`config.mk`:
```
export PLATFORM = sky130hd
export DESIGN_NAME = shupd_load_unit
export DESIGN_NICKNAME = d
export VERILOG_FILES = /design/src/rtl/shupd_pkg.sv /design/src/rtl/shupd_addr_gen.sv /design/src/rtl/shupd_extract.sv /design/src/rtl/shupd_load_unit.sv
export SDC_FILE = /design/constraint.sdc
export NUM_CORES = 1
export LEC_CHECK = 0
export BUFFER_PORTS_ARGS = -buffer_cell sky130_fd_sc_hd__buf_2
export CELL_PAD_IN_SITES_DETAIL_PLACEMENT = 1
export CELL_PAD_IN_SITES_GLOBAL_PLACEMENT = 2
export CORE_MARGIN = 2
export CORE_UTILIZATION = 31
export DETAILED_ROUTE_END_ITERATION = 8
export HOLD_SLACK_MARGIN = 0.06
export PLACE_DENSITY = 0.79
export SLEW_MARGIN = 20
export SYNTH_ARGS = -nofsm -noshare
export SYNTH_HDL_FRONTEND = slang
export SYNTH_SLANG_ARGS = --single-unit
```
`constraint.sdc`:
```
create_clock -name clk -period 3.58 [get_ports clk]
set_input_delay 0.358 -clock clk [delete_from_list [all_inputs] [get_ports clk]]
set_output_delay 0.358 -clock clk [all_outputs]
set_load 0.02 [all_outputs]
```
`src/rtl/shupd_pkg.sv`:
```
package shupd_pkg;
  typedef enum logic [1:0] {
    SZ_BYTE = 2'd0,
    SZ_HALF = 2'd1,
    SZ_WORD = 2'd2,
    SZ_DBL  = 2'd3
  } size_e;

  typedef enum logic [1:0] {
    ST_IDLE = 2'd0,
    ST_REQ  = 2'd1,
    ST_WAIT = 2'd2
  } state_e;
endpackage

```
`src/rtl/shupd_addr_gen.sv`:
```
module shupd_addr_gen #(
  parameter int XLEN   = 64,
  parameter int SH_W   = 3,
  parameter int RIDX_W = 5
) (
  input  logic [XLEN-1:0]             ra_val,
  input  logic [SH_W-1:0]             sh,
  input  logic [1:0]                  size,
  input  logic [RIDX_W-1:0]           ra_idx,
  input  logic [RIDX_W-1:0]           rt_idx,
  output logic [XLEN-1:0]             ea,
  output logic [XLEN-1:0]             line_addr,
  output logic [$clog2(XLEN/8)-1:0]   off,
  output logic                        misalign,
  output logic                        illegal
);
  localparam int OFF_W   = $clog2(XLEN/8);
  localparam int SHAMT_W = SH_W + 1;

  logic [SHAMT_W-1:0] shamt;
  logic [OFF_W-1:0]   amask;

  assign shamt     = {1'b0, sh} + SHAMT_W'(1);
  assign ea        = ra_val << shamt;
  assign off       = ea[OFF_W-1:0];
  assign line_addr = {ea[XLEN-1:OFF_W], {OFF_W{1'b0}}};
  assign amask     = ~({OFF_W{1'b1}} << size);
  assign misalign  = |(off & amask);
  assign illegal   = (ra_idx == '0) || (ra_idx == rt_idx);
endmodule

```
`src/rtl/shupd_extract.sv`:
```
module shupd_extract #(
  parameter int XLEN = 64
) (
  input  logic [XLEN-1:0]           data,
  input  logic [$clog2(XLEN/8)-1:0] off,
  input  logic [1:0]                size,
  input  logic                      sgn,
  output logic [XLEN-1:0]           value
);
  localparam int OFF_W = $clog2(XLEN/8);
  localparam int NSZ   = OFF_W + 1;

  logic [XLEN-1:0] shifted;
  logic [XLEN-1:0] cand [NSZ];

  assign shifted = data << {off, 3'b000};

  for (genvar s = 0; s < NSZ; s++) begin : g_sz
    localparam int W       = 8 << s;
    localparam bit CAN_SX  = (s > 0) && (s < NSZ - 1);
    logic [W-1:0] fld;
    logic         fill;
    assign fld  = shifted[XLEN-1 -: W];
    assign fill = CAN_SX ? (sgn & fld[W-1]) : 1'b0;
    if (W == XLEN) begin : g_full
      assign cand[s] = fld;
    end else begin : g_part
      assign cand[s] = {{(XLEN-W){fill}}, fld};
    end
  end

  assign value = cand[size];
endmodule

```
`src/rtl/shupd_load_unit.sv`:
```
module shupd_load_unit #(
  parameter int XLEN   = 64,
  parameter int SH_W   = 3,
  parameter int RIDX_W = 5
) (
  input  logic              clk,
  input  logic              rst,
  input  logic              op_valid,
  output logic              op_ready,
  input  logic [1:0]        op_size,
  input  logic              op_signed,
  input  logic [SH_W-1:0]   op_sh,
  input  logic [RIDX_W-1:0] op_rt_idx,
  input  logic [RIDX_W-1:0] op_ra_idx,
  input  logic [XLEN-1:0]   ra_val,
  input  logic [XLEN-1:0]   rb_val,
  output logic              mem_req_valid,
  input  logic              mem_req_ready,
  output logic [XLEN-1:0]   mem_req_addr,
  input  logic              mem_rsp_valid,
  input  logic [XLEN-1:0]   mem_rsp_data,
  output logic              rt_we,
  output logic [RIDX_W-1:0] rt_idx,
  output logic [XLEN-1:0]   rt_data,
  output logic              ra_we,
  output logic [RIDX_W-1:0] ra_idx,
  output logic [XLEN-1:0]   ra_data,
  output logic              done,
  output logic              illegal,
  output logic              misalign
);
  import shupd_pkg::*;
  localparam int OFF_W = $clog2(XLEN/8);

  state_e            state;
  logic [XLEN-1:0]   ag_ea, ag_line;
  logic [OFF_W-1:0]  ag_off;
  logic              ag_mis, ag_ill;
  logic [OFF_W-1:0]  off_q;
  logic [1:0]        size_q;
  logic              sgn_q;
  logic [XLEN-1:0]   upd_q;
  logic [XLEN-1:0]   ex_val;

  shupd_addr_gen #(.XLEN(XLEN), .SH_W(SH_W), .RIDX_W(RIDX_W)) u_ag (
    .ra_val(ra_val), .sh(op_sh), .size(op_size), .ra_idx(op_ra_idx),
    .rt_idx(op_rt_idx), .ea(ag_ea), .line_addr(ag_line), .off(ag_off),
    .misalign(ag_mis), .illegal(ag_ill)
  );

  shupd_extract #(.XLEN(XLEN)) u_ex (
    .data(mem_rsp_data), .off(off_q), .size(size_q), .sgn(sgn_q), .value(ex_val)
  );

  assign op_ready      = (state == ST_IDLE);
  assign mem_req_valid = (state == ST_REQ);

  always_ff @(posedge clk) begin
    if (rst) begin
      state        <= ST_IDLE;
      rt_we        <= 1'b0;
      ra_we        <= 1'b0;
      done         <= 1'b0;
      illegal      <= 1'b0;
      misalign     <= 1'b0;
      rt_idx       <= '0;
      ra_idx       <= '0;
      rt_data      <= '0;
      ra_data      <= '0;
      mem_req_addr <= '0;
      off_q        <= '0;
      size_q       <= '0;
      sgn_q        <= 1'b0;
      upd_q        <= '0;
    end else begin
      rt_we    <= 1'b0;
      ra_we    <= 1'b0;
      done     <= 1'b0;
      illegal  <= 1'b0;
      misalign <= 1'b0;
      unique case (state)
        ST_IDLE: begin
          if (op_valid) begin
            if (ag_ill) begin
              illegal <= 1'b1;
            end else if (ag_mis) begin
              misalign <= 1'b1;
            end else begin
              state        <= ST_REQ;
              mem_req_addr <= ag_line;
              off_q        <= ag_off;
              size_q       <= op_size;
              sgn_q        <= op_signed;
              rt_idx       <= op_rt_idx;
              ra_idx       <= op_ra_idx;
              upd_q        <= ra_val + rb_val;
            end
          end
        end
        ST_REQ: begin
          if (mem_req_ready) state <= ST_WAIT;
        end
        ST_WAIT: begin
          if (mem_rsp_valid) begin
            state   <= ST_IDLE;
            rt_data <= ex_val;
            ra_data <= upd_q;
            rt_we   <= 1'b1;
            ra_we   <= 1'b1;
            done    <= 1'b1;
          end
        end
        default: state <= ST_IDLE;
      endcase
    end
  end


  done_we_chk: assert property (@(posedge clk) disable iff (rst)
    done |-> (rt_we && ra_we));

  req_hold_chk: assert property (@(posedge clk) disable iff (rst)
    (mem_req_valid && !mem_req_ready) |=> (mem_req_valid && $stable(mem_req_addr)));

  busy_chk: assert property (@(posedge clk) disable iff (rst)
    mem_req_valid |-> !op_ready);

  rsp_done_chk: assert property (@(posedge clk) disable iff (rst)
    (state == ST_WAIT && mem_rsp_valid) |=> done);

  illegal_nowr_chk: assert property (@(posedge clk) disable iff (rst)
    illegal |-> (!rt_we && !ra_we && !mem_req_valid && !misalign));

  misalign_nowr_chk: assert property (@(posedge clk) disable iff (rst)
    misalign |-> (!rt_we && !ra_we && !mem_req_valid));

  zero_ext_chk: assert property (@(posedge clk) disable iff (rst)
    (rt_we && !sgn_q && size_q == SZ_BYTE) |-> (rt_data[XLEN-1:8] == '0));
endmodule

```
==> results_tabular.tex, run 1 <==
\begin{tabular}{lr}
\hline
Metric & Value \\
\hline
\multicolumn{2}{l}{\textbf{Outcome}} \\
\quad Outcome & complete, no violations \\
\multicolumn{2}{l}{\textbf{Global routing}} \\
\quad GR Overflow Total & 0 \\
\quad Global-route wire length before repair & 123700 um \\
\quad Maximum number of pins on one net before global-route repair & 134 \\
\quad Total routing resource utilization after global routing & 0.2555 \\
\quad Initial antenna violation count & 1 \\
\quad Via count of the first global-routing pass & 20220 \\
\multicolumn{2}{l}{\textbf{Power}} \\
\quad Worst vdd ir & 0.0003397 V \\
\quad Static leakage power & 9.625 nW \\
\quad Internal Power & 6.406 mW \\
\quad Switching power as a share of total power & 0.3495 \\
\quad Switching power & 3.443 mW \\
\quad Clock Power Share & 0.367 \\
\quad Combinational share of power & 0.290 \\
\quad Fraction of power consumed by sequential logic & 0.342 \\
\quad Total power & 9.849 mW \\
\quad Total power per unit cell area & 435.6 mW/mm2 \\
\multicolumn{2}{l}{\textbf{Clock tree}} \\
\quad Number of buffers created by CTS & 35 \\
\quad Number of hold buffers added after cts & 10 \\
\quad Clock latency of the later-clocked register in the worst-skew pair & 0.56 ns \\
\quad Clock transition at the registers of the reported paths & 0.06 ns \\
\quad Maximum clock insertion buffer count & 3 \\
\quad Buffer cell driving the clock tree root & clkbuf\_16 \\
\quad Number of gates resized after cts & 0 \\
\quad TritonCTS clock tree & built \\
\quad H-tree levels & 2 \\
\quad Setup fix buffers added after clock tree synthesis & 0 \\
\quad Number of sinks handled by clock tree synthesis & 274 \\
\multicolumn{2}{l}{\textbf{Synthesis}} \\
\quad XOR/XNOR share of the synthesized area & 0.02882 \\
\quad Arithmetic-cell share of the synthesized area counting full adders, half adders and majority gates & 0.04428 \\
\quad Number of register bits inferred by synthesis & 274 \\
\quad Top cell type by total area after synthesis & dfxtp\_1 \\
\quad EDFF count, synth & 0 \\
\quad Fraction of synthesized area in multiplexers & 0.1293 \\
\quad Most frequently used cell type in the post-synthesis netlist & nand2\_1 \\
\quad Mean Syn Cell Area & 7.426 um2 \\
\quad Sequential element share of the synthesized area & 0.2959 \\
\quad Warnings from Yosys & 0 \\
\quad Post-synthesis cell count & 2496 \\
\quad Post-synthesis instance area & 0.01854 mm2 \\
\quad Most frequent cells after synthesis & nand2\_1 (489), a21oi\_1 (337), dfxtp\_1 (274) \\
\quad Post-synthesis compound-gate area fraction & 0.2394 \\
\quad FFs w/ async S/R, synth & 0 \\
\quad Largest family of logic cells by synthesized area & compound AO/OA/AOI/OAI gates \\
\quad Leading post-synthesis cells by cell area & dfxtp\_1 (30\%), mux2i\_1 (11\%), nand2\_1 (9.9\%), a21oi\_1 (9.1\%), ha\_1 (4.3\%) \\
\quad Simple-Gate Fraction of Synth Area & 0.2093 \\
\quad Most used flip-flop cell after synthesis & dfxtp\_1 \\
\quad Number of unique standard cell types used by synthesis & 77 \\
\quad Top-area cell type share of the netlist area & 0.2959 \\
\multicolumn{2}{l}{\textbf{Floorplan}} \\
\quad Starting Density & 0.3141 \\
\quad Die Outline Area & 0.06177 mm2 \\
\quad Number of rows in the core area & 89 \\
\quad Height of the die & 248.5 um \\
\quad Core Region & 0.05902 mm2 \\
\quad I/O pin cnt & 422 \\
\quad Die extent in x & 248.5 um \\
\multicolumn{2}{l}{\textbf{Setup path}} \\
\quad Most prevalent standard cell on the critical path & buf\_4 \\
\quad Largest stage delay on the critical path & 0.45 ns \\
\quad Category of the critical setup timing path & in -> reg \\
\quad Critical path required time & 4.07 ns \\
\quad Crit path arrival time & 3.58 ns \\
\quad Critical-path top delay cell & a211oi\_1 \\
\quad Nature of the critical path startpoint & input port \\
\quad Cell-by-cell trace of the critical path & buf\_2 -> ha\_4 -> mux2\_2 -> a22oi\_1 -> buf\_4 -> o21ai\_0 -> a22o\_1 -> nand2\_1 -> nand4\_1 -> buf\_12 -> buf\_4 -> a211oi\_1 -> a21oi\_1 -> nor2\_1 \\
\quad Category of the worst setup path capture point & register \\
\quad Worst Path Max Fanout & 26 \\
\multicolumn{2}{l}{\textbf{Timing}} \\
\quad Slew at the pin closest to its max-slew limit & 0.8856 ns \\
\quad Fin crit period & 3.097 ns \\
\quad Max-slew violation total from the final report & 0 \\
\quad Post-layout worst setup margin & 0.4827 ns \\
\quad Setup Total Neg Slack & 0 ns \\
\quad Min Hold Slack & 0.08958 ns \\
\quad Top achievable clock speed & 322.9 MHz \\
\quad Final setup violation count & 0 \\
\quad Clock skew & 0.01365 ns \\
\quad Fraction of the cycle the final worst path needs & 0.8652 \\
\quad Tightest slew margin relative to the limit & 0.4084 \\
\quad Hold violation total from the final report & 0 \\
\quad Setup repair after global routing missed its margin & false \\
\multicolumn{2}{l}{\textbf{Route}} \\
\quad Via Count & 19700 \\
\quad Initial detailed-routing violation count & 1098 \\
\quad ANT nets after route & 0 \\
\quad Final wirelength & 82390 um \\
\quad Drt pass-1 iters & 7 \\
\quad Detail-routed net length per standard cell & 22.74 um \\
\quad Avg Vias per Cell & 5.436 \\
\quad Residual DRC & 0 \\
\multicolumn{2}{l}{\textbf{Final layout}} \\
\quad Count of fill cells added during filler insertion & 7383 \\
\quad Combined area of the multi-input logic cells & 0.01215 mm2 \\
\quad Final core utilization & 0.3831 \\
\quad Final Net Count & 3103 \\
\quad Share of post-route cells with drive strength above 1 & 0.2126 \\
\quad Post-route non-filler standard cell count & 3623 \\
\quad Area occupied by registers & 0.005490 mm2 \\
\quad Signed area change from the synthesized netlist to the final layout & 21.98\% \\
\quad Final cell area excluding filler cells & 0.02261 mm2 \\
\quad Diode insertion count for antenna repair & 0 \\
\multicolumn{2}{l}{\textbf{Place}} \\
\quad Worst setup slack after placement & -0.05220 ns \\
\quad DP Wirelength & 64590 um \\
\quad Placer congestion estimate & 0.9305 \\
\quad Placed Cells & 3551 \\
\quad Port-buffer cells & 418 \\
\quad Post-place instance area & 0.02136 mm2 \\
\multicolumn{2}{l}{\textbf{Min path}} \\
\quad Worst hold path type & in -> reg \\
\multicolumn{2}{l}{\textbf{Flow run}} \\
\quad Count of max-cap constraint violations & 0 \\
\hline
\end{tabular}
## logic make-up (layout without fill, tap and decap cells)
family          count (synthesis)  after routing
buf+inv                       224            576
fa+ha+maj                      65             65
simple gates                  910            910
other cells                     1              3
flops                         274            274
xor+xnor                       61             61
mux                           226            226
compound gates                735            735
## layout make-up
| class | instances | area share |
|---|---|---|
| Multi-Input combinational cell | 2000 | 0.5372 |
| Tap cell | 773 | 0.04278 |
| Clock buffer | 51 | 0.04410 |
| Sequential cell | 274 | 0.2428 |
| Inverter | 20 | 0.003320 |
| Timing Repair Buffer | 494 | 0.1231 |
| Clock inverter | 11 | 0.006640 |
## worst paths after layout
check,startpoint,endpoint,slack [ns],cells after the start
setup / recovery,op_sh[1],mem_req_addr[43],0.48,14
hold / removal,op_rt_idx[4],rt_idx[4],0.09,3
hold reg to reg,upd_q[3],upd_q[3],0.45,2
setup reg to reg,off_q[1],rt_data[3],0.72,10
## layer usage
layer | part of all wire | up-vias | global-route usage
met1 | 0.45 | 9544 | 0.3328
li1 | - | 9504 | -
met2 | 0.46 | 504 | 0.4147
met3 | 0.046 | 142 | 0.03967
met4 | 0.046 | 2 | 0.1165
met5 | 0.00016 | - | 0
## power by group through the flow
stage / logic (mW) / clock network (mW) / registers, mW
3_5_place_dp: 2.84 / 0 / 3.43
4_1_cts: 2.86 / 3.72 / 3.37
3_3_place_gp: 2.81 / 0 / 3.43
5_1_grt: 3.12 / 3.82 / 3.39
2_1_floorplan: 1.69 / 0 / 3.52
6_report: 2.86 / 3.62 / 3.37
## cells in the final DEF (no fill, tap or decap), types with 55 or more instances in the layout
master    instances
buf_4            59
a21oi_1         337
nor3_1           75
nand2_1         489
mux2i_1         200
o21ai_0         133
buf_2           417
nor2_1          194
dfxtp_1         270
a211oi_1         55
ha_1             63
## critical path, delay by kind of cell
kind,cells,cell delay [ns]
AOI/OAI and AO/OA,5,1.37
adders and majority gates,1,0.29
buffers and inverters,4,0.80
muxes,1,0.34
and+or+nand+nor,3,0.39
## sequential cells by signal (all words and copies together), names as in the netlist, 2 cells and up
| name | count |
|---|---|
| rt_data | 64 |
| ra_idx | 5 |
| state | 2 |
| size_q | 2 |
| upd_q | 64 |
| mem_req_addr | 61 |
| ra_data | 64 |
| rt_idx | 5 |
| off_q | 3 |
No activity file was read; power rests on OpenSTA's default activity.
==> run 2: changes to the inputs <==
--- a/config.mk
+++ b/config.mk
@@ -8,7 +8,6 @@
 export BUFFER_PORTS_ARGS = -buffer_cell sky130_fd_sc_hd__buf_2
 export CELL_PAD_IN_SITES_DETAIL_PLACEMENT = 1
 export CELL_PAD_IN_SITES_GLOBAL_PLACEMENT = 2
-export CORE_MARGIN = 2
 export CORE_UTILIZATION = 31
 export DETAILED_ROUTE_END_ITERATION = 8
 export HOLD_SLACK_MARGIN = 0.06
==> run 2 against run 1 <==
Net effect: via count down 0.24%; sequential power about the same; clock power up 4%; routed wire length down 0.57%; worst hold slack better by 0.0089 ns; clock skew up 0.0068 ns; design area about the same; flip-flop and latch count unchanged; non-clock buffer count down 8; register-to-register slack worse by 0.32 ns; highest routed layer is now met4.
==> results_tabular.tex, run 2 (synthesis results as in run 1) <==
\begin{tabular}{lr}
\hline
Metric & Value \\
\hline
\multicolumn{2}{l}{\textbf{Final layout}} \\
\quad Commonest non-fill, non-tap cell in the layout & nand2\_1 \\
\quad Final Net Count & 3096 \\
\quad Signed area change from the synthesized netlist to the final layout & 22.07\% \\
\quad Count of fill cells added during filler insertion & 7324 \\
\quad Largest registers in the final layout & ra\_data: 64 flops, rt\_data: 64 flops, upd\_q: 64 flops \\
\quad Share of post-route cells with drive strength above 1 & 0.2140 \\
\quad Most frequent cells in the layout & nand2\_1 (489), buf\_2 (417), a21oi\_1 (337) \\
\quad Final cell area excluding filler cells & 0.02263 mm2 \\
\multicolumn{2}{l}{\textbf{Clock tree}} \\
\quad H-tree levels & 2 \\
\quad Number of hold buffers added after cts & 5 \\
\quad Buffer cell driving the clock tree root & clkbuf\_16 \\
\quad Clock transition at the registers of the reported paths & 0.06 ns \\
\quad Clock latency of the later-clocked register in the worst-skew pair & 0.55 ns \\
\quad Maximum clock insertion buffer count & 3 \\
\quad Number of sinks handled by clock tree synthesis & 274 \\
\quad Number of gates resized after cts & 0 \\
\quad Number of buffers created by CTS & 36 \\
\quad TritonCTS clock tree & built \\
\quad Setup fix buffers added after clock tree synthesis & 0 \\
\multicolumn{2}{l}{\textbf{Global routing}} \\
\quad GR Overflow Total & 0 \\
\quad Via count of the first global-routing pass & 19770 \\
\quad Global-route wire length before repair & 122200 um \\
\quad Total routing resource utilization after global routing & 0.2623 \\
\quad Initial antenna violation count & 0 \\
\quad Maximum number of pins on one net before global-route repair & 134 \\
\multicolumn{2}{l}{\textbf{Setup path}} \\
\quad Critical-path top delay cell & nor2\_2 \\
\quad Category of the critical setup timing path & reg -> reg \\
\quad Most prevalent standard cell on the critical path & o21ai\_0 \\
\quad Critical path required time & 4.04 ns \\
\quad Worst reg-to-reg setup slack & 0.40 ns \\
\quad CP delay by family, top & compound AO/OA/AOI/OAI gates \\
\quad Cells on worst reg2reg path & 7 \\
\quad Largest stage delay on the critical path & 0.86 ns \\
\quad Cell-by-cell trace of the critical path & mux2i\_1 -> o21ai\_0 -> mux2\_2 -> nand2\_1 -> nor2\_2 -> o21ai\_0 -> a211oi\_1 \\
\quad Startpoint of the most critical register-to-register path & off\_q[1] \\
\quad Worst flop-to-flop path endpoint & rt\_data[61] \\
\quad Crit path arrival time & 3.64 ns \\
\quad Worst Path Max Fanout & 23 \\
\quad Category of the worst setup path capture point & register \\
\quad Nature of the critical path startpoint & register \\
\quad Buf/Inv on CP & 0 \\
\multicolumn{2}{l}{\textbf{Timing}} \\
\quad Top achievable clock speed & 314.1 MHz \\
\quad Tightest slew margin relative to the limit & 0.2647 \\
\quad Hold violation total from the final report & 0 \\
\quad Slew at the pin closest to its max-slew limit & 1.102 ns \\
\quad Fin crit period & 3.184 ns \\
\quad Fraction of the cycle the final worst path needs & 0.8893 \\
\quad Final setup violation count & 0 \\
\quad Setup Total Neg Slack & 0 ns \\
\quad Clock skew & 0.02049 ns \\
\quad Max-slew violation total from the final report & 0 \\
\quad Setup repair after global routing missed its margin & false \\
\multicolumn{2}{l}{\textbf{Route}} \\
\quad Drt pass-1 iters & 5 \\
\quad Residual DRC & 0 \\
\quad Avg Vias per Cell & 5.435 \\
\quad ANT nets after route & 0 \\
\quad Detail-routed net length per standard cell & 22.66 um \\
\quad Initial detailed-routing violation count & 959 \\
\quad Final wirelength & 81920 um \\
\quad Via Count & 19650 \\
\multicolumn{2}{l}{\textbf{Floorplan}} \\
\quad Die Outline Area & 0.06078 mm2 \\
\quad Starting Density & 0.3141 \\
\quad Height of the die & 246.5 um \\
\quad I/O pin cnt & 422 \\
\quad Die extent in x & 246.5 um \\
\quad Number of rows in the core area & 89 \\
\quad Core Region & 0.05902 mm2 \\
\multicolumn{2}{l}{\textbf{Power}} \\
\quad Total power & 9.992 mW \\
\quad Static leakage power & 9.638 nW \\
\quad Worst vdd ir & 0.0003929 V \\
\quad Total power per unit cell area & 441.6 mW/mm2 \\
\multicolumn{2}{l}{\textbf{Place}} \\
\quad Placer congestion estimate & 0.9746 \\
\quad Post-place instance area & 0.02137 mm2 \\
\quad Port-buffer cells & 418 \\
\quad DP Wirelength & 64100 um \\
\multicolumn{2}{l}{\textbf{Flow run}} \\
\quad Count of max-cap constraint violations & 0 \\
\multicolumn{2}{l}{\textbf{Outcome}} \\
\quad Outcome & complete, no violations \\
\multicolumn{2}{l}{\textbf{Min path}} \\
\quad Hold EP & ra\_idx[2] \\
\quad Cell count of the worst hold path & 3 \\
\quad Hold wc startpoint & op\_ra\_idx[2] \\
\quad Worst hold path type & in -> reg \\
\hline
\end{tabular}
## run 2: cell types whose count changed in the layout (fill, tap and decap cells not counted), sizes merged
cell	delta
diode	+1
clkbuf	+1
inv	-1
dlygate4sd3	-5
clkinv	-1
buf	-3
## run 2: power by group
group | leakage, nW | switching, mW | internal, mW
Clock | 0.592 | 1.46 | 2.30
Combinational | 6.81 | 1.85 | 1.00
Sequential | 2.23 | 0.126 | 3.25
Total | 9.64 | 3.44 | 6.55
## run 2: how the worst max path moves through the flow
stage,endpoint,slack [ns],cells after the start,start
5_1_grt,rt_data[61],0.21,7,off_q[1]
6_report,rt_data[61],0.40,7,off_q[1]
3_5_place_dp,upd_q[58],0.16,14,ra_val[0]
3_3_place_gp,upd_q[58],0.17,14,ra_val[0]
2_1_floorplan,upd_q[58],0.69,12,ra_val[0]
4_1_cts,rt_data[61],0.41,7,off_q[1]
## run 2: area by class of cell
type	instances	area, um2	area share
tap	773	967.2	0.04274
multi-input combinational	2000	12150	0.5369
sequential	274	5490	0.2426
clock inverter	9	125.1	0.005529
antenna	1	2.502	0.0001106
timing repair buffer	486	2736	0.1209
clock buffer	52	1082	0.04783
inverter	20	75.07	0.003318
## run 2: per-layer routing
layer  vias up  GRT usage  share of wire
met3       103    0.03301          0.041
met4         0    0.08043          0.028
met1      9611     0.3477           0.46
li1       9481          -              -
met5         -          0              0
met2       454     0.4399           0.47
## run 2: worst reg2reg max path, delay by kind of cell (launching register included)
family          cells  cell delay [ns]
compound gates      3             1.18
simple gates        2             1.02
mux                 2             0.45
flops               1             0.44
## run 2: through the flow
step,hold WS [ns],utilization,worst slack (ns),instances
after floorplan,0.4249,-,0.6947,2498
after global placement,0.4380,0.3619,0.1716,3548
after detailed placement,0.4402,0.3621,0.1636,3548
after CTS,0.06287,0.3834,0.4068,3614
after global routing,0.09056,0.3834,0.2132,3614
final,0.09845,0.3834,0.3962,3615
